[config.mk]
export PLATFORM = sky130hd
export DESIGN_NAME = fp32_to_e4m3_cvt
export DESIGN_NICKNAME = d
export VERILOG_FILES = /design/src/rtl/cvt_pkg.sv /design/src/rtl/cvt_rne_step.sv /design/src/rtl/cvt_split.sv /design/src/rtl/cvt_round_norm.sv /design/src/rtl/cvt_round_sub.sv /design/src/rtl/fp32_to_e4m3_cvt.sv
export SDC_FILE = /design/constraint.sdc
export NUM_CORES = 1
export LEC_CHECK = 0
export CAP_MARGIN = 20
export CORE_MARGIN = 3
export CORE_UTILIZATION = 41
export DETAILED_ROUTE_END_ITERATION = 10
export GPL_TIMING_DRIVEN = 0
export PLACE_DENSITY = 0.7
export SLEW_MARGIN = 30
export SYNTH_ARGS = -nofsm -noshare
export SYNTH_HDL_FRONTEND = slang
export SYNTH_SLANG_ARGS = --single-unit
[constraint.sdc]
create_clock -name clk_i -period 17.4 [get_ports clk_i]
set_clock_uncertainty 0.15 [all_clocks]
set_input_delay 2.61 -clock clk_i [delete_from_list [all_inputs] [get_ports clk_i]]
set_output_delay 2.61 -clock clk_i [all_outputs]
set_load 0.005 [all_outputs]
[src/rtl/cvt_pkg.sv]
package cvt_pkg;

    // Input and output format description
    localparam int IN_EXP_W  = 8;
    localparam int IN_MAN_W  = 23;
    localparam int IN_BIAS   = 127;
    localparam int OUT_EXP_W = 4;
    localparam int OUT_MAN_W = 3;
    localparam int OUT_BIAS  = 7;

    // Derived widths
    localparam int IN_W      = 1 + IN_EXP_W + IN_MAN_W;
    localparam int MAG_IN_W  = IN_W - 1;
    localparam int OUT_W     = 1 + OUT_EXP_W + OUT_MAN_W;
    localparam int OUT_MAG_W = OUT_W - 1;
    localparam int SIG_W     = IN_MAN_W + 1;
    localparam int DROP_W    = IN_MAN_W - OUT_MAN_W;

    // Exponent relations
    localparam int REBIAS       = IN_BIAS - OUT_BIAS;
    localparam int MIN_NORM_EXP = REBIAS + 1;
    // right shift of the full significand that leaves whole 2^-9 steps
    localparam int SUB_BASE     = IN_BIAS + IN_MAN_W - (OUT_BIAS - 1 + OUT_MAN_W);
    localparam int SH_W         = $clog2(SUB_BASE + 1) + 1;
    localparam int OVF_EXP      = (2**OUT_EXP_W - 1) - OUT_BIAS + IN_BIAS;

    // Magnitude thresholds on the raw input bits
    localparam logic [MAG_IN_W-1:0] OVF_LIMIT =
        {IN_EXP_W'(OVF_EXP), IN_MAN_W'((2**OUT_MAN_W - 1) << DROP_W)};
    localparam logic [MAG_IN_W-1:0] SUB_LIMIT =
        {IN_EXP_W'(MIN_NORM_EXP), IN_MAN_W'(0)};
    localparam logic [OUT_MAG_W-1:0] NAN_MAG = '1;

    typedef struct packed {
        logic                sign;
        logic                ovf;
        logic                sub;
        logic [IN_EXP_W-1:0] exp;
        logic [IN_MAN_W-1:0] man;
    } split_t;

    typedef struct packed {
        logic             valid;
        logic [OUT_W-1:0] bits;
    } stage_t;

endpackage

[src/rtl/cvt_rne_step.sv]
module cvt_rne_step #(
    parameter int W = 7
) (
    input  logic [W-1:0] kept_i,
    input  logic         guard_i,
    input  logic         sticky_i,
    output logic [W-1:0] rounded_o
);
    logic bump;

    always_comb begin
        // round up above half, or at exactly half when the kept value is odd
        bump      = guard_i & (sticky_i | kept_i[0]);
        rounded_o = kept_i + W'(bump);
    end
endmodule

[src/rtl/cvt_split.sv]
module cvt_split
    import cvt_pkg::*;
(
    input  logic [IN_W-1:0] bits_i,
    output split_t          split_o
);
    logic [MAG_IN_W-1:0] mag;

    always_comb begin
        mag           = bits_i[MAG_IN_W-1:0];
        split_o.sign  = bits_i[IN_W-1];
        split_o.ovf   = (mag >= OVF_LIMIT);
        split_o.sub   = (mag < SUB_LIMIT);
        split_o.exp   = mag[MAG_IN_W-1 -: IN_EXP_W];
        split_o.man   = mag[IN_MAN_W-1:0];
    end
endmodule

[src/rtl/cvt_round_norm.sv]
module cvt_round_norm
    import cvt_pkg::*;
(
    input  logic [IN_EXP_W-1:0]  exp_i,
    input  logic [IN_MAN_W-1:0]  man_i,
    output logic [OUT_MAG_W-1:0] mag_o
);
    logic [OUT_MAG_W-1:0] kept;
    logic                 guard;
    logic                 sticky;

    always_comb begin
        kept   = {OUT_EXP_W'(exp_i - IN_EXP_W'(REBIAS)),
                  man_i[IN_MAN_W-1 -: OUT_MAN_W]};
        guard  = man_i[DROP_W-1];
        sticky = |man_i[DROP_W-2:0];
    end

    // a fraction overflow carries straight into the exponent field
    cvt_rne_step #(.W(OUT_MAG_W)) rne_i (
        .kept_i    (kept),
        .guard_i   (guard),
        .sticky_i  (sticky),
        .rounded_o (mag_o)
    );
endmodule

[src/rtl/cvt_round_sub.sv]
module cvt_round_sub
    import cvt_pkg::*;
(
    input  logic [IN_EXP_W-1:0]  exp_i,
    input  logic [IN_MAN_W-1:0]  man_i,
    output logic [OUT_MAG_W-1:0] mag_o
);
    logic [SIG_W-1:0]     sig;
    logic [SH_W-1:0]      sh;
    logic [SIG_W:0]       one_w;
    logic [SIG_W-1:0]     lo_mask;
    logic [OUT_MAG_W-1:0] kept;
    logic                 guard;
    logic                 sticky;

    always_comb begin
        sig     = {exp_i != '0, man_i};
        sh      = (exp_i > IN_EXP_W'(SUB_BASE)) ? '0
                                                : SH_W'(SUB_BASE) - SH_W'(exp_i);
        one_w   = (SIG_W+1)'(1);
        // whole 2^-9 steps of the value
        kept    = OUT_MAG_W'(sig >> sh);
        // first dropped bit, then everything below it
        guard   = (sh != '0) && (|(sig & (SIG_W'(1) << (sh - SH_W'(1)))));
        lo_mask = SIG_W'((one_w << (sh - SH_W'(1))) - one_w);
        sticky  = (sh > SH_W'(1)) && (|(sig & lo_mask));
    end

    cvt_rne_step #(.W(OUT_MAG_W)) rne_i (
        .kept_i    (kept),
        .guard_i   (guard),
        .sticky_i  (sticky),
        .rounded_o (mag_o)
    );
endmodule

[src/rtl/fp32_to_e4m3_cvt.sv]
module fp32_to_e4m3_cvt
    import cvt_pkg::*;
(
    input  logic            clk_i,
    input  logic            rst_i,
    input  logic            in_valid_i,
    input  logic [IN_W-1:0] in_bits_i,
    output logic            out_valid_o,
    output logic [OUT_W-1:0] out_bits_o
);
    split_t               split;
    logic [OUT_MAG_W-1:0] norm_mag;
    logic [OUT_MAG_W-1:0] sub_mag;
    logic [OUT_MAG_W-1:0] sel_mag;
    stage_t               stage_d;
    stage_t               stage_q;

    cvt_split split_i (
        .bits_i  (in_bits_i),
        .split_o (split)
    );

    cvt_round_norm norm_i (
        .exp_i (split.exp),
        .man_i (split.man),
        .mag_o (norm_mag)
    );

    cvt_round_sub sub_i (
        .exp_i (split.exp),
        .man_i (split.man),
        .mag_o (sub_mag)
    );

    always_comb begin
        if (split.ovf) begin
            sel_mag = NAN_MAG;
        end else if (split.sub) begin
            sel_mag = sub_mag;
        end else begin
            sel_mag = norm_mag;
        end

        stage_d       = stage_q;
        stage_d.valid = in_valid_i;
        if (in_valid_i) begin
            stage_d.bits = {split.sign, sel_mag};
        end
    end

    always_ff @(posedge clk_i) begin
        if (rst_i) begin
            stage_q <= '0;
        end else begin
            stage_q <= stage_d;
        end
    end

    assign out_valid_o = stage_q.valid;
    assign out_bits_o  = stage_q.bits;
endmodule

==> impl_metrics.ini, run 1 <==
[status]
outcome = completed

[setup_path]
critPathMaxStageDelay_ns = 0.53
cp_max_fo = 10
r2r_start = out_bits_o[0]$_SDFFE_PP0P_
path_class = primary input to flip-flop
crit_chain = clkdlybuf4s50_1 > buf_1 > a21oi_4 > inv_2 > clkbuf_1 > ha_1 > clkbuf_1 > nand2_1 > o221a_2 > a31oi_1 > nand2b_1 > nor2_2 > nand4_1 > ha_1 > buf_1 > o21ai_1 > a21oi_1 > and3_1 > a2111o_1 > a2111oi_2 > and4_1 > o21ai_1
crit_path_start_kind = primary input
critPathTopFamily = buffers and inverters
worstPathArrival_ns = 8.70
r2r-end = out_bits_o[0]$_SDFFE_PP0P_
path_buf_inv = 6
crit_path_end_kind = flip-flop
timing.critical_path.slowest_stage_cell = clkdlybuf4s50_1
reg2regPathDepth = 4
critPathLaunch = in_bits_i[23]
rrSetupSlack_ns = 16.24
worstPathRequired_ns = 17.37

[sta]
fin_crit_sh_pct = 50.1
setup_violations = 0
finalHoldViolations = 0
relSlewSlack_pct = 54.1
max_freq_ghz = 0.115
grt_setup_unrepaired = no
fin_crit_ns = 8.72
max_slew.worst_pin.slew_ns = 0.684
finalWorstSetupSlack_ns = 8.68
setup_tns_ns = 0
slew_viol_final = 0

[detailed_routing]
vias = 4259
vias_per_cell = 6.70
wl_per_cell_um = 20.5
firstDrtPassIters = 5
first_iter_violations = 484
drc_errors = 0
totalWireLength_mm = 13.0
ant_nets = 0

[synthesis]
synth.lib_cells_used.distinct = 83
synth_nets = 534
ys_warn_count = 0
synth_seq_cells = 9
avgSynthCellArea_sq_um = 6.78
synth_area_sq_um = 3340
synth_edf_count = 0
syn_inst = 493
ys_seq_area_share_pct = 5.39
async_reset_ff_share_pct = 0
synthFlopType = dfxtp_1

[final_layout]
antennaDiodeCount = 0
fillers = 828
final_nets = 576
area_delta_synth_final_pct = 16.2
drive_gt1_share_pct = 10.5

[power_and_ir_drop]
pwr-share-clk_pct = 12.9
sw_frac_of_total_pct = 50.8
ir_worst_vdd_mv = 0.0147
pwr-share-seq_pct = 12.4
p_int_w = 0.0000927
p_per_area_nw_per_um2 = 48.5
p_leak_nw = 1.42
p_comb_share_pct = 74.6
switchingPower_w = 0.0000956

[min_path]
min_to = out_bits_o[2]$_SDFFE_PP0P_
hp-class = flip-flop to flip-flop
hold_path_depth = 2
hp-start = out_bits_o[2]$_SDFFE_PP0P_

[clock_tree]
hold_buffers = 0
cts_buffer_depth = 2
clk_latency_ns = 0.23
path_clk_slew_ns = 0.04
numCtsBuffers = 3
post_cts_buffers = 0
htreeDepth = 1
cts_sinks = 9
cts_tree = done
post_cts_resized = 0
ctsRootBufferMaster = clkbuf_8

[floorplan]
core_area_sq_um = 7810
io_pins = 44
start_util_pct = 42.8
die_w_um = 96.3
num_rows = 32
design.die.area_sq_um = 9270
die_y_um = 96.3

[grt]
antenna_found_initial = 0
grt_pass1_wl_mm = 20.6
grt-ovfl-total = 0
grt_pass1_vias = 3869
grt_usage_pct = 28.2
grt_max_degree = 11

[placement]
dp_slack_ns = 8.60
place_hpwl_mm = 10.1
portBuffers = 37
place.gp.congestion = 0.999

[job]
maxCapViolCount = 0
per-stage QoR:
step / power, W / area, sq um / hold WS [ns] / cells / utilization [%]
after floorplan: 0.000118 / 3340 / 0.319 / 493 / -
after global placement: 0.000161 / 3840 / 0.314 / 632 / 49.2
after detailed placement: 0.000160 / 3840 / 0.321 / 632 / 49.2
after CTS: 0.000185 / 3880 / 0.329 / 636 / 49.8
after global routing: 0.000201 / 3880 / 0.364 / 636 / 49.8
final: 0.000188 / 3880 / 0.329 / 636 / 49.8
routing by layer:
metal  vias to the layer above  GRT usage [%]  share of wire (%)
met5                         -              0                  0
met4                         0           8.89                2.9
met3                        45           3.05                 11
met2                       295           46.4                 46
met1                      1941           38.3                 40
li1                       1978              -                  -
cells by family (layout without fill, tap and decap cells):
group / Yosys count / count (layout) / share of synthesized area [%]
simple gates: 199 / 199 / 30.0
flops: 9 / 9 / 5.39
mux: 29 / 29 / 10.3
compound gates: 167 / 167 / 36.4
fa+ha+maj: 7 / 7 / 2.55
xor+xnor: 25 / 25 / 7.11
buf+inv: 57 / 98 / 8.27
cells in the mapped netlist (3+ instances only):
master	number	area share (%)
nand2_1	59	6.6
nor2_1	43	4.8
a21oi_1	31	4.6
o21ai_0	26	3.9
mux2i_1	22	6.6
nand3_1	21	3.1
nor3_1	19	2.8
xnor2_1	19	5.0
clkbuf_1	17	1.9
buf_2	14	2.1
inv_1	11	1.2
a211oi_1	9	2.0
dfxtp_1	9	5.4
nor4_1	9	1.7
o211ai_1	9	2.0
a31oi_1	7	1.3
and3_1	6	1.1
buf_4	6	1.3
ha_1	6	2.2
nand4_1	6	1.1
nor2b_1	6	1.1
a221oi_1	5	1.3
a22oi_1	5	1.1
a32oi_1	5	1.3
o21ai_1	5	0.75
o22ai_1	5	0.94
xor2_1	5	1.3
a311oi_1	4	1.0
a31o_2	4	1.0
buf_1	4	0.45
mux4_2	4	2.7
nand2b_1	4	0.75
o21bai_1	4	0.90
o31ai_1	4	0.90
or4_1	4	0.90
a211o_1	3	0.79
and4_1	3	0.79
buf_6	3	1.0
mux2_2	3	1.0
o211a_1	3	0.90
o31a_1	3	0.79
o32ai_1	3	0.79
cells in the final DEF, fill, tap and decap left out, types with 7 or more instances in the layout:
cell type,Yosys,final
inv_1,11,11
nor4_1,9,9
nand3_1,21,21
o211ai_1,9,9
clkbuf_1,17,18
nor2_1,43,43
nor3_1,19,19
a211oi_1,9,9
mux2i_1,22,22
nand2_1,59,59
a31oi_1,7,7
dfxtp_1,9,9
xnor2_1,19,19
o21ai_0,26,26
a21oi_1,31,31
buf_2,14,14
clkdlybuf4s50_1,0,37
flip-flops by register name (all words and copies together) (netlist names):
name and flops:
out_bits_o 8, out_valid_o 1
worst max path at each step:
stage               slack (ns)                         end  cells after the start
floorplan                10.13  out_bits_o[0]$_SDFFE_PP0P_                     22
global placement          8.55  out_bits_o[0]$_SDFFE_PP0P_                     22
detailed placement        8.60  out_bits_o[0]$_SDFFE_PP0P_                     22
CTS                       8.80  out_bits_o[0]$_SDFFE_PP0P_                     22
global route              8.28  out_bits_o[0]$_SDFFE_PP0P_                     22
finish                    8.68  out_bits_o[0]$_SDFFE_PP0P_                     22
tightest hold or removal path, cell delays in order, from the launching register on:
cell and delay, ns:
dfxtp_1 0.30, nor2_1 0.08, nor3_1 0.04
power groups by stage:
stage          combinational (W)  clock (W)  sequential [W]
2_1_floorplan          0.0000941          0       0.0000240
3_3_place_gp            0.000137          0       0.0000237
3_5_place_dp            0.000136          0       0.0000238
4_1_cts                 0.000137  0.0000247       0.0000234
5_1_grt                 0.000152  0.0000259       0.0000236
6_report                0.000141  0.0000244       0.0000234
area by class of cell:
type / instances / area, sq um / share of cell area, %
Tap cell: 102 / 128 / 3.29
Timing Repair Buffer: 37 / 370 / 9.53
Multi-Input combinational cell: 427 / 2890 / 74.3
Clock buffer: 4 / 45.0 / 1.16
Sequential cell: 9 / 180 / 4.64
Inverter: 13 / 48.8 / 1.26
Buffer: 44 / 228 / 5.86
Note: power is estimated with default switching activity, not from simulation.
==> inputs of run 2 (changes only) <==
==> constraint.sdc (replaced) <==
create_clock -name clk_i -period 8.25 [get_ports clk_i]
set_clock_uncertainty 0.15 [all_clocks]
set_input_delay 1.2375 -clock clk_i [delete_from_list [all_inputs] [get_ports clk_i]]
set_output_delay 1.2375 -clock clk_i [all_outputs]
set_load 0.005 [all_outputs]
==> results of run 2 <==
The final DEF is identical to that of run 1. Status: completed.
Main changes from that run: setup slack after placement 8.60 ns -> 0.819 ns; setup slack after layout 8.68 ns -> 0.898 ns; register-to-register setup slack 16.24 ns -> 7.09 ns; total power 0.000188 W -> 0.000397 W; worst IR drop on VDD 0.0147 mV -> 0.0309 mV
==> inputs of run 3 (changes only) <==
--- a/config.mk
+++ b/config.mk
@@ -11,6 +11,7 @@
 export DETAILED_ROUTE_END_ITERATION = 10
 export GPL_TIMING_DRIVEN = 0
 export PLACE_DENSITY = 0.7
+export SETUP_SLACK_MARGIN = 0.3
 export SLEW_MARGIN = 30
 export SYNTH_ARGS = -nofsm -noshare
 export SYNTH_HDL_FRONTEND = slang
==> results of run 3 <==
The final DEF is identical to that of run 1. Status: completed.
Main changes from that run: setup slack after placement 8.60 ns -> 0.819 ns; setup slack after layout 8.68 ns -> 0.898 ns; register-to-register setup slack 16.24 ns -> 7.09 ns; total power 0.000188 W -> 0.000397 W; worst IR drop on VDD 0.0147 mV -> 0.0309 mV
